--- config.mk ---
export PLATFORM = sky130hd
export DESIGN_NAME = conv_slot_tracker
export DESIGN_NICKNAME = d
export VERILOG_FILES = /design/src/rtl/tracker_pkg.sv /design/src/rtl/trig_edge.sv /design/src/rtl/slot_src_sel.sv /design/src/rtl/slot_flag_bank.sv /design/src/rtl/tracker_regs.sv /design/src/rtl/conv_slot_tracker.sv
export SDC_FILE = /design/constraint.sdc
export NUM_CORES = 1
export LEC_CHECK = 0
export ABC_AREA = 1
export BUFFER_PORTS_ARGS = -buffer_cell sky130_fd_sc_hd__buf_2
export CAP_MARGIN = 15
export CORE_MARGIN = 3
export CORE_UTILIZATION = 57
export DETAILED_ROUTE_END_ITERATION = 7
export PLACE_DENSITY = 0.93
export SYNTH_ARGS = -nofsm -noshare
export SYNTH_HDL_FRONTEND = slang
export SYNTH_SLANG_ARGS = --single-unit
--- constraint.sdc ---
create_clock -name clk -period 5.1 [get_ports clk]
set_input_delay 0.51 -clock clk [delete_from_list [all_inputs] [get_ports clk]]
set_output_delay 0.51 -clock clk [all_outputs]
set_load 0.05 [all_outputs]
--- src/rtl/tracker_pkg.sv ---
package tracker_pkg;
  localparam int ISRC_W  = 2;
  localparam int A_PEND  = 0;
  localparam int A_OVF   = 1;
  localparam int A_FORCE = 2;
  localparam int A_ISRC0 = 3;

  typedef enum logic [ISRC_W-1:0] {
    ISRC_REGULAR = 2'b00,
    ISRC_LINE1   = 2'b01,
    ISRC_LINE2   = 2'b10,
    ISRC_BAD     = 2'b11
  } isrc_e;
endpackage

--- src/rtl/trig_edge.sv ---
module trig_edge #(
  parameter int W = 1
) (
  input  logic         clk,
  input  logic         rst_n,
  input  logic [W-1:0] lvl_i,
  output logic [W-1:0] evt_o
);
  logic [W-1:0] prev_q;
  logic [W-1:0] prev_nxt;

  always_comb begin
    prev_nxt = lvl_i;
    evt_o    = lvl_i & ~prev_q;
  end

  always_ff @(posedge clk or negedge rst_n) begin
    if (!rst_n) prev_q <= '0;
    else        prev_q <= prev_nxt;
  end
endmodule

--- src/rtl/slot_src_sel.sv ---
module slot_src_sel
  import tracker_pkg::*;
#(
  parameter int NUM_SLOTS = 16,
  parameter int TSEL_W    = 3,
  parameter int NUM_EXT   = 7
) (
  input  logic [NUM_SLOTS*ISRC_W-1:0] isrc_i,
  input  logic [NUM_SLOTS*TSEL_W-1:0] tsel_i,
  input  logic [1:0]                  int_evt_i,
  input  logic [NUM_EXT-1:0]          ext_evt_i,
  output logic [NUM_SLOTS-1:0]        hw_set_o
);
  for (genvar s = 0; s < NUM_SLOTS; s++) begin : g_slot
    logic [TSEL_W-1:0] ts;
    isrc_e             sel;
    logic              reg_hit;

    always_comb begin
      ts      = tsel_i[s*TSEL_W +: TSEL_W];
      sel     = isrc_e'(isrc_i[s*ISRC_W +: ISRC_W]);
      reg_hit = 1'b0;
      for (int e = 0; e < NUM_EXT; e++) begin
        if (ts == TSEL_W'(e + 1)) reg_hit = ext_evt_i[e];
      end
      case (sel)
        ISRC_REGULAR: hw_set_o[s] = reg_hit;
        ISRC_LINE1:   hw_set_o[s] = int_evt_i[0];
        ISRC_LINE2:   hw_set_o[s] = int_evt_i[1];
        default:      hw_set_o[s] = 1'b0;
      endcase
    end
  end
endmodule

--- src/rtl/slot_flag_bank.sv ---
module slot_flag_bank #(
  parameter int NUM_SLOTS = 16
) (
  input  logic                 clk,
  input  logic                 rst_n,
  input  logic [NUM_SLOTS-1:0] set_i,
  input  logic [NUM_SLOTS-1:0] clr_i,
  input  logic [NUM_SLOTS-1:0] ovf_clr_i,
  output logic [NUM_SLOTS-1:0] pend_o,
  output logic [NUM_SLOTS-1:0] ovf_o
);
  logic [NUM_SLOTS-1:0] pend_q, pend_nxt;
  logic [NUM_SLOTS-1:0] ovf_q, ovf_nxt, ovf_set;
  logic                 pend_en, ovf_en;

  always_comb begin
    // set dominates clear; contention never raises overflow
    pend_nxt = set_i | (pend_q & ~clr_i);
    ovf_set  = set_i & pend_q & ~clr_i;
    ovf_nxt  = ovf_set | (ovf_q & ~ovf_clr_i);
    pend_en  = |(set_i | clr_i);
    ovf_en   = |(ovf_set | ovf_clr_i);
  end

  always_ff @(posedge clk or negedge rst_n) begin
    if (!rst_n)       pend_q <= '0;
    else if (pend_en) pend_q <= pend_nxt;
  end

  always_ff @(posedge clk or negedge rst_n) begin
    if (!rst_n)      ovf_q <= '0;
    else if (ovf_en) ovf_q <= ovf_nxt;
  end

  assign pend_o = pend_q;
  assign ovf_o  = ovf_q;
endmodule

--- src/rtl/tracker_regs.sv ---
module tracker_regs
  import tracker_pkg::*;
#(
  parameter int NUM_SLOTS = 16,
  parameter int DATA_W    = 16,
  parameter int ADDR_W    = 3
) (
  input  logic                        clk,
  input  logic                        rst_n,
  input  logic                        wr_i,
  input  logic [ADDR_W-1:0]           addr_i,
  input  logic [DATA_W-1:0]           wdata_i,
  input  logic [NUM_SLOTS-1:0]        pend_i,
  input  logic [NUM_SLOTS-1:0]        ovf_i,
  output logic [NUM_SLOTS*ISRC_W-1:0] isrc_o,
  output logic [NUM_SLOTS-1:0]        force_o,
  output logic [NUM_SLOTS-1:0]        ovf_clr_o,
  output logic [DATA_W-1:0]           rdata_o
);
  localparam int SLOTS_PER_WORD = DATA_W / ISRC_W;
  localparam int ISRC_WORDS     = (NUM_SLOTS + SLOTS_PER_WORD - 1) / SLOTS_PER_WORD;
  localparam int ISRC_BITS      = ISRC_WORDS * DATA_W;

  logic [ISRC_BITS-1:0] isrc_q, isrc_nxt;
  logic                 isrc_en;
  logic                 wr_force, wr_ovf;

  always_comb begin
    wr_force  = wr_i && (addr_i == ADDR_W'(A_FORCE));
    wr_ovf    = wr_i && (addr_i == ADDR_W'(A_OVF));
    force_o   = wr_force ? wdata_i[NUM_SLOTS-1:0] : '0;
    ovf_clr_o = wr_ovf   ? wdata_i[NUM_SLOTS-1:0] : '0;
  end

  always_comb begin
    isrc_nxt = isrc_q;
    isrc_en  = 1'b0;
    for (int w = 0; w < ISRC_WORDS; w++) begin
      if (wr_i && (addr_i == ADDR_W'(A_ISRC0 + w))) begin
        isrc_nxt[w*DATA_W +: DATA_W] = wdata_i;
        isrc_en                      = 1'b1;
      end
    end
  end

  always_ff @(posedge clk or negedge rst_n) begin
    if (!rst_n)       isrc_q <= '0;
    else if (isrc_en) isrc_q <= isrc_nxt;
  end

  assign isrc_o = isrc_q[NUM_SLOTS*ISRC_W-1:0];

  always_comb begin
    rdata_o = '0;
    if (addr_i == ADDR_W'(A_PEND)) rdata_o = DATA_W'(pend_i);
    if (addr_i == ADDR_W'(A_OVF))  rdata_o = DATA_W'(ovf_i);
    for (int w = 0; w < ISRC_WORDS; w++) begin
      if (addr_i == ADDR_W'(A_ISRC0 + w)) rdata_o = isrc_q[w*DATA_W +: DATA_W];
    end
  end
endmodule

--- src/rtl/conv_slot_tracker.sv ---
module conv_slot_tracker
  import tracker_pkg::*;
#(
  parameter int NUM_SLOTS = 16,
  parameter int TSEL_W    = 3,
  parameter int NUM_EXT   = 7,
  parameter int DATA_W    = 16,
  parameter int ADDR_W    = 3
) (
  input  logic                        clk,
  input  logic                        rst_n,
  input  logic [1:0]                  adc_int_i,
  input  logic [NUM_EXT-1:0]          ext_trig_i,
  input  logic [NUM_SLOTS*TSEL_W-1:0] slot_tsel_i,
  input  logic [NUM_SLOTS-1:0]        conv_start_i,
  input  logic                        bus_wr_i,
  input  logic [ADDR_W-1:0]           bus_addr_i,
  input  logic [DATA_W-1:0]           bus_wdata_i,
  output logic [DATA_W-1:0]           bus_rdata_o,
  output logic [NUM_SLOTS-1:0]        pend_o,
  output logic [NUM_SLOTS-1:0]        ovf_o
);
  logic [1:0]                  rst_sync_q;
  logic                        rst_s;
  logic [1:0]                  int_evt;
  logic [NUM_EXT-1:0]          ext_evt;
  logic [NUM_SLOTS*ISRC_W-1:0] isrc;
  logic [NUM_SLOTS-1:0]        hw_set, force_set, set_req, ovf_clr;

  always_ff @(posedge clk or negedge rst_n) begin
    if (!rst_n) rst_sync_q <= 2'b00;
    else        rst_sync_q <= {rst_sync_q[0], 1'b1};
  end
  assign rst_s = rst_sync_q[1];

  trig_edge #(.W(2)) u_int_edge (
    .clk(clk), .rst_n(rst_s), .lvl_i(adc_int_i), .evt_o(int_evt)
  );

  trig_edge #(.W(NUM_EXT)) u_ext_edge (
    .clk(clk), .rst_n(rst_s), .lvl_i(ext_trig_i), .evt_o(ext_evt)
  );

  slot_src_sel #(.NUM_SLOTS(NUM_SLOTS), .TSEL_W(TSEL_W), .NUM_EXT(NUM_EXT)) u_sel (
    .isrc_i(isrc), .tsel_i(slot_tsel_i), .int_evt_i(int_evt),
    .ext_evt_i(ext_evt), .hw_set_o(hw_set)
  );

  assign set_req = hw_set | force_set;

  slot_flag_bank #(.NUM_SLOTS(NUM_SLOTS)) u_flags (
    .clk(clk), .rst_n(rst_s), .set_i(set_req), .clr_i(conv_start_i),
    .ovf_clr_i(ovf_clr), .pend_o(pend_o), .ovf_o(ovf_o)
  );

  tracker_regs #(.NUM_SLOTS(NUM_SLOTS), .DATA_W(DATA_W), .ADDR_W(ADDR_W)) u_regs (
    .clk(clk), .rst_n(rst_s), .wr_i(bus_wr_i), .addr_i(bus_addr_i),
    .wdata_i(bus_wdata_i), .pend_i(pend_o), .ovf_i(ovf_o), .isrc_o(isrc),
    .force_o(force_set), .ovf_clr_o(ovf_clr), .rdata_o(bus_rdata_o)
  );
endmodule

; ---- Word-level counts from Yosys, hierarchy flattened
; Index checks and enable logic that the tools add are counted.
; Widths: inputs -> output; s select.
[totals]
register_bits = 75
input_bits = 95
output_inout_bits = 48
elab_cells = 331
[classes]
eq_ne = 148
n_mux = 136
bitwise = 15
n_reduce_logical = 25
[ops]
columns = op, n
row1 = $eq 3x3->1 const B, 65
row2 = $mux 1, 114
row3 = $eq 3x2->1 const B, 34
row4 = $mux 16, 6
row5 = $or 16x16->16, 5
row6 = $and 16x16->16, 4
row7 = $eq 3x1->1 const B, 17
row8 = $pmux 1 s3, 16
row9 = $eq 2x1->1 const B, 16
row10 = $eq 2x2->1 const B, 16
row11 = $logic_not 2->1, 16
row12 = $not 16->16, 2
row13 = $reduce_or 16->1, 2
row14 = $and 7x7->7, 1
row15 = $not 7->7, 1
row16 = $logic_and 1x1->1, 4
row17 = $reduce_and 2->1, 2
row18 = $logic_not 3->1, 1
row19 = $and 2x2->2, 1
row20 = $not 2->2, 1

; ---- Longest topological paths before layout
[depth]
depth_word = 15
ltp_mapped = 10
ltp_nobuf = 10

; ---- Hierarchy
; A second synthesis with hierarchy kept.
[unflattened]
cells_unflattened = 913
hier_area_um2 = 5776.8
[by_module_without_submodules]
columns = module, n_inst, cells_each, area_each_um2, seq_area_each_um2
row1 = tracker_regs, 1, 257, 2092.0, 800.8
row2 = slot_src_sel, 1, 418, 1834.3, 0.0
row3 = slot_flag_bank, 1, 160, 1301.2, 800.8
row4 = trig_edge at u_ext_edge, 1, 21, 245.2, 175.2
row5 = conv_slot_tracker, 1, 51, 234.0, 50.0
row6 = trig_edge at u_int_edge, 1, 6, 70.1, 50.0

; ---- Least setup slack after synthesis
; Ideal clock, no wire load.
[synth_timing]
kind = in2out
from = input bus_addr_i[0]
to = output bus_rdata_o[10]
arrival_time_ns = 1.805
t_required_ns = 4.590
setup_slack_ns = 2.785
path_stages = 4
path_buffers = 1
cell_sequence = nor2_1 nand2_1 clkbuf_1 o2111ai_1
[synth_between]
elab_chain_cells = 5
word_cells_on_any_way = 8
cone_classes = 3 x eq/ne / 4 x mux / 1 x reduce/logical
[synth_rtl]
columns = element, line_no
row1 = "start, declared", conv_slot_tracker.sv:17  ; input logic [ADDR_W-1:0] bus_addr_i,
row2 = $logic_not 3->1, tracker_regs.sv:55  ; if (addr_i == ADDR_W'(A_PEND)) rdata_o = DATA_W'(pend_i);
row3 = $mux 16, tracker_regs.sv:55
row4 = $mux 16, tracker_regs.sv:56  ; if (addr_i == ADDR_W'(A_OVF)) rdata_o = DATA_W'(ovf_i);
row5 = $mux 16, tracker_regs.sv:58  ; if (addr_i == ADDR_W'(A_ISRC0 + w)) rdata_o = isrc_q[w*DATA_W +: DATA_W];
row6 = $mux 16 *, tracker_regs.sv:58
row7 = "end, declared", conv_slot_tracker.sv:19  ; output logic [DATA_W-1:0] bus_rdata_o,
; Mark *: on every way between the ends. The rest lies on a longest branch, timed or not.

; ---- Worst setup path in the final report
[layout_timing]
from = input bus_addr_i[2]
to = output bus_rdata_o[4]
; Same word-level chain as after synthesis.

==> impl_metrics.py <==
metrics = {
    "sta": {
        "fin_setup_tns_ns": 0,
        "worstMarginPinSlew_ns": 1.11,
        "period_share": 0.492,
        "rsz0062_at_grt": "false",
        "hold_violations": 0,
        "fmax_mhz": 398,
        "skew_ns": 0.0105,
        "finalMaxSlewViolations": 0,
        "min_period_ns": 2.51,
        "slew_headroom": 0.254,
        "setup_viol_count_final": 0,
    },
    "synth": {
        "synth-seq-cells": 75,
        "seq_area_frac_synth": 0.390,
        "muxShareOfSynthArea": 0,
        "synth_top_family_by_area": "simple AND/OR/NAND/NOR gates",
        "syn_inst": 724,
        "synthesis.area_um2": 4810,
        "synthAdderAreaFrac": 0,
        "synthSimpleGateAreaFrac": 0.362,
        "synth_compound_area_frac": 0.157,
        "syn_nets": 819,
        "yosysWarnings": 0,
        "yosys.area_share.xor_xnor": 0,
        "yosysUniqueCellTypes": 23,
        "avgSynthCellArea_um2": 6.64,
    },
    "clock_network": {
        "cts_tree": "yes",
        "clock_path_buffers": 2,
        "cts_buffers": 9,
        "clock_latency_ns": 0.37,
        "clk_pin_slew_ns": 0.09,
        "clock_sinks": 75,
        "cts_root_buffer": "clkbuf_8",
        "cts_setup_buffers": 0,
        "h-tree-depth": 3,
        "cts_resized": 0,
    },
    "final_layout": {
        "drive_above_1_share": 0.197,
        "finalNetCount": 956,
        "areaGrowthSynthToFinish_pct": 20.2,
        "antennaDiodeCount": 0,
    },
    "drt": {
        "wirelength_mm": 16.1,
        "drc": 0,
        "vias": 5794,
        "vias_per_cell": 5.99,
        "wl_per_cell_um": 16.6,
        "firstDrtPassIters": 5,
        "ant_nets": 0,
        "drt_iter0_drc": 598,
    },
    "floorplanning": {
        "coreArea_um2": 7970,
        "initial_core_util": 0.603,
        "io_pins": 143,
        "die_x_um": 97.8,
        "die_y_um": 97.8,
        "dieArea_um2": 9570,
        "rows": 32,
    },
    "setup_path": {
        "crit_slowest_cell": "nor3b_4",
        "end_kind": "output pin",
        "cpMostUsedCell": "buf_2",
        "path_cells": "buf_2 > nor3b_4 > nand2_1 > o2111ai_1 > buf_2",
        "arrival_ns": 2.00,
        "critPathMaxStageDelay_ns": 0.75,
        "critPathMaxFanout": 17,
        "critPathKind": "in2out",
        "crit_required_ns": 4.59,
        "start_kind": "input port",
    },
    "pwr": {
        "peakVddDrop_mv": 0.347,
        "swShare": 0.486,
        "comb_power_share": 0.420,
        "power_frac_clock": 0.200,
        "p_sw_mw": 1.09,
        "p_seq_frac": 0.380,
        "total_leakage_power_nw": 3.07,
        "p_per_area_nw_per_um2": 387,
        "p_total_mw": 2.24,
        "intPower_mw": 1.15,
    },
    "global_route": {
        "antenna_found_initial": 0,
        "grt_max_degree": 71,
        "grt_overflow_total": 0,
        "grt_first_pass_wirelength_mm": 25.6,
        "grt_usage": 0.328,
        "grt_pass1_vias": 5471,
    },
    "outcome": {
        "outcome": "completed",
    },
    "placed_design": {
        "place.port_buffers": 142,
        "place_congestion": 0.909,
        "dp_hpwl_mm": 11.8,
    },
    "worst_hold_path": {
        "hold_path_class": "reg2async",
    },
    "flow_run": {
        "cap_violations": 0,
    },
}
cell usage in the layout, fill, tap and decap left out:
master | netlist | final
dlygate4sd3_1 | 0 | 1
clkinv_4 | 0 | 1
nor2_1 | 68 | 68
clkinvlp_4 | 0 | 1
buf_4 | 1 | 3
buf_6 | 0 | 1
nand3_1 | 95 | 95
clkbuf_8 | 0 | 9
nor3b_4 | 1 | 1
a21oi_1 | 16 | 16
nor2_2 | 1 | 1
inv_1 | 89 | 89
o21ai_1 | 3 | 3
inv_2 | 1 | 1
buf_2 | 10 | 142
nor3_1 | 15 | 15
dfrtp_2 | 0 | 1
a31oi_1 | 15 | 15
or2_2 | 3 | 3
o2111ai_1 | 31 | 31
dfrtp_1 | 75 | 74
nor3_2 | 1 | 1
conb_1 | 1 | 1
nand2_1 | 233 | 233
inv_8 | 0 | 1
o21ai_0 | 45 | 45
clkinv_2 | 0 | 1
a21boi_0 | 8 | 8
o21bai_1 | 1 | 1
nand2_2 | 1 | 1
inv_6 | 0 | 3
Yosys cell counts:
cell type,instances,area share
nand2_1,233,0.18
nand3_1,95,0.099
inv_1,89,0.069
dfrtp_1,75,0.39
nor2_1,68,0.053
o21ai_0,45,0.047
o2111ai_1,31,0.056
a21oi_1,16,0.017
a31oi_1,15,0.020
nor3_1,15,0.016
buf_2,10,0.010
clkbuf_1,10,0.0078
a21boi_0,8,0.012
o21ai_1,3,0.0031
or2_2,3,0.0039
buf_4,1,0.0016
conb_1,1,0.00078
inv_2,1,0.00078
nand2_2,1,0.0013
nor2_2,1,0.0013
nor3_2,1,0.0021
nor3b_4,1,0.0039
o21bai_1,1,0.0016
per-stage QoR:
step / cells / area (um2) / util / hold WS (ns) / setup WS, ns
2_1_floorplan: 724 / 4810 / - / 0.214 / 2.78
3_3_place_gp: 950 / 5570 / 0.700 / 0.0495 / 2.63
3_5_place_dp: 950 / 5570 / 0.700 / 0.0529 / 2.60
4_1_cts: 967 / 5770 / 0.724 / 0.0615 / 2.59
5_1_grt: 968 / 5780 / 0.725 / 0.0712 / 2.50
6_report: 968 / 5780 / 0.725 / 0.0607 / 2.59
area by class of cell:
class                           count  area, um2
Fill cell                         656       2190
Timing Repair Buffer              147        754
Clock inverter                      7       58.8
Sequential cell                    75       1880
Inverter                           90        338
Clock buffer                        9        124
Tap cell                          102        128
Multi-Input combinational cell    538       2500
timing repair:
| item | 4_1_cts | 5_1_grt |
|---|---|---|
| hold endpoints to repair | 2 | 0 |
| hold buffers | 1 | 0 |
| endpoints found under the setup margin | 0 | 0 |
state kept, by name, summed over array words and instances, names as in the netlist:
register / cells
rst_sync_q: 2
u_ext_edge.prev_q: 7
u_flags.ovf_o: 16
u_flags.pend_o: 16
u_int_edge.prev_q: 2
u_regs.isrc_o: 32
critical path, delay by kind of cell:
kind	cells	cell delay [ns]
AOI/OAI and AO/OA	1	0.16
buffers and inverters	2	0.48
and+or+nand+nor	2	0.85
worst paths after layout:
check / startpoint / end / slack [ns] / cells after the start
worst max-delay path: bus_addr_i[2] / bus_rdata_o[4] / 2.59 / 5
worst min-delay path: rst_sync_q[1]$_DFF_PN0_ / u_int_edge.prev_q[1]$_DFF_PN0_ / 0.06 / 0
worst max register to register: u_ext_edge.prev_q[0]$_DFF_PN0_ / u_flags.ovf_o[14]$_DFFE_PN0P_ / 2.97 / 7
worst min register to register: rst_sync_q[1]$_DFF_PN0_ / u_int_edge.prev_q[1]$_DFF_PN0_ / 0.06 / 0
max in group asynchronous: rst_sync_q[1]$_DFF_PN0_ / u_flags.pend_o[0]$_DFFE_PN0P_ / 3.95 / 1
min in group clk: ext_trig_i[1] / u_ext_edge.prev_q[1]$_DFF_PN0_ / 0.26 / 1
layer usage:
metal	up-vias	wire, um	share of wire	track usage
met5	-	0	0	0
met2	421	7450	0.46	0.526
met4	0	431	0.027	0.137
met3	51	1840	0.11	0.0664
met1	2655	6380	0.40	0.433
li1	2667	-	-	-
logic make-up (layout without fill, tap and decap cells):
family | Yosys count | in the layout
simple gates | 418 | 418
compound gates | 119 | 119
other cells | 1 | 1
flops | 75 | 75
buf+inv | 111 | 253
power by group through the flow:
stage	Clock [mW]	Sequential [mW]	Combinational, mW
detailed placement	0	0.853	0.926
global route	0.472	0.866	1.00
finish	0.448	0.849	0.939
floorplan	0	1.13	0.372
global placement	0	0.847	0.898
CTS	0.446	0.843	0.931
(Power assumes the default switching activity.)
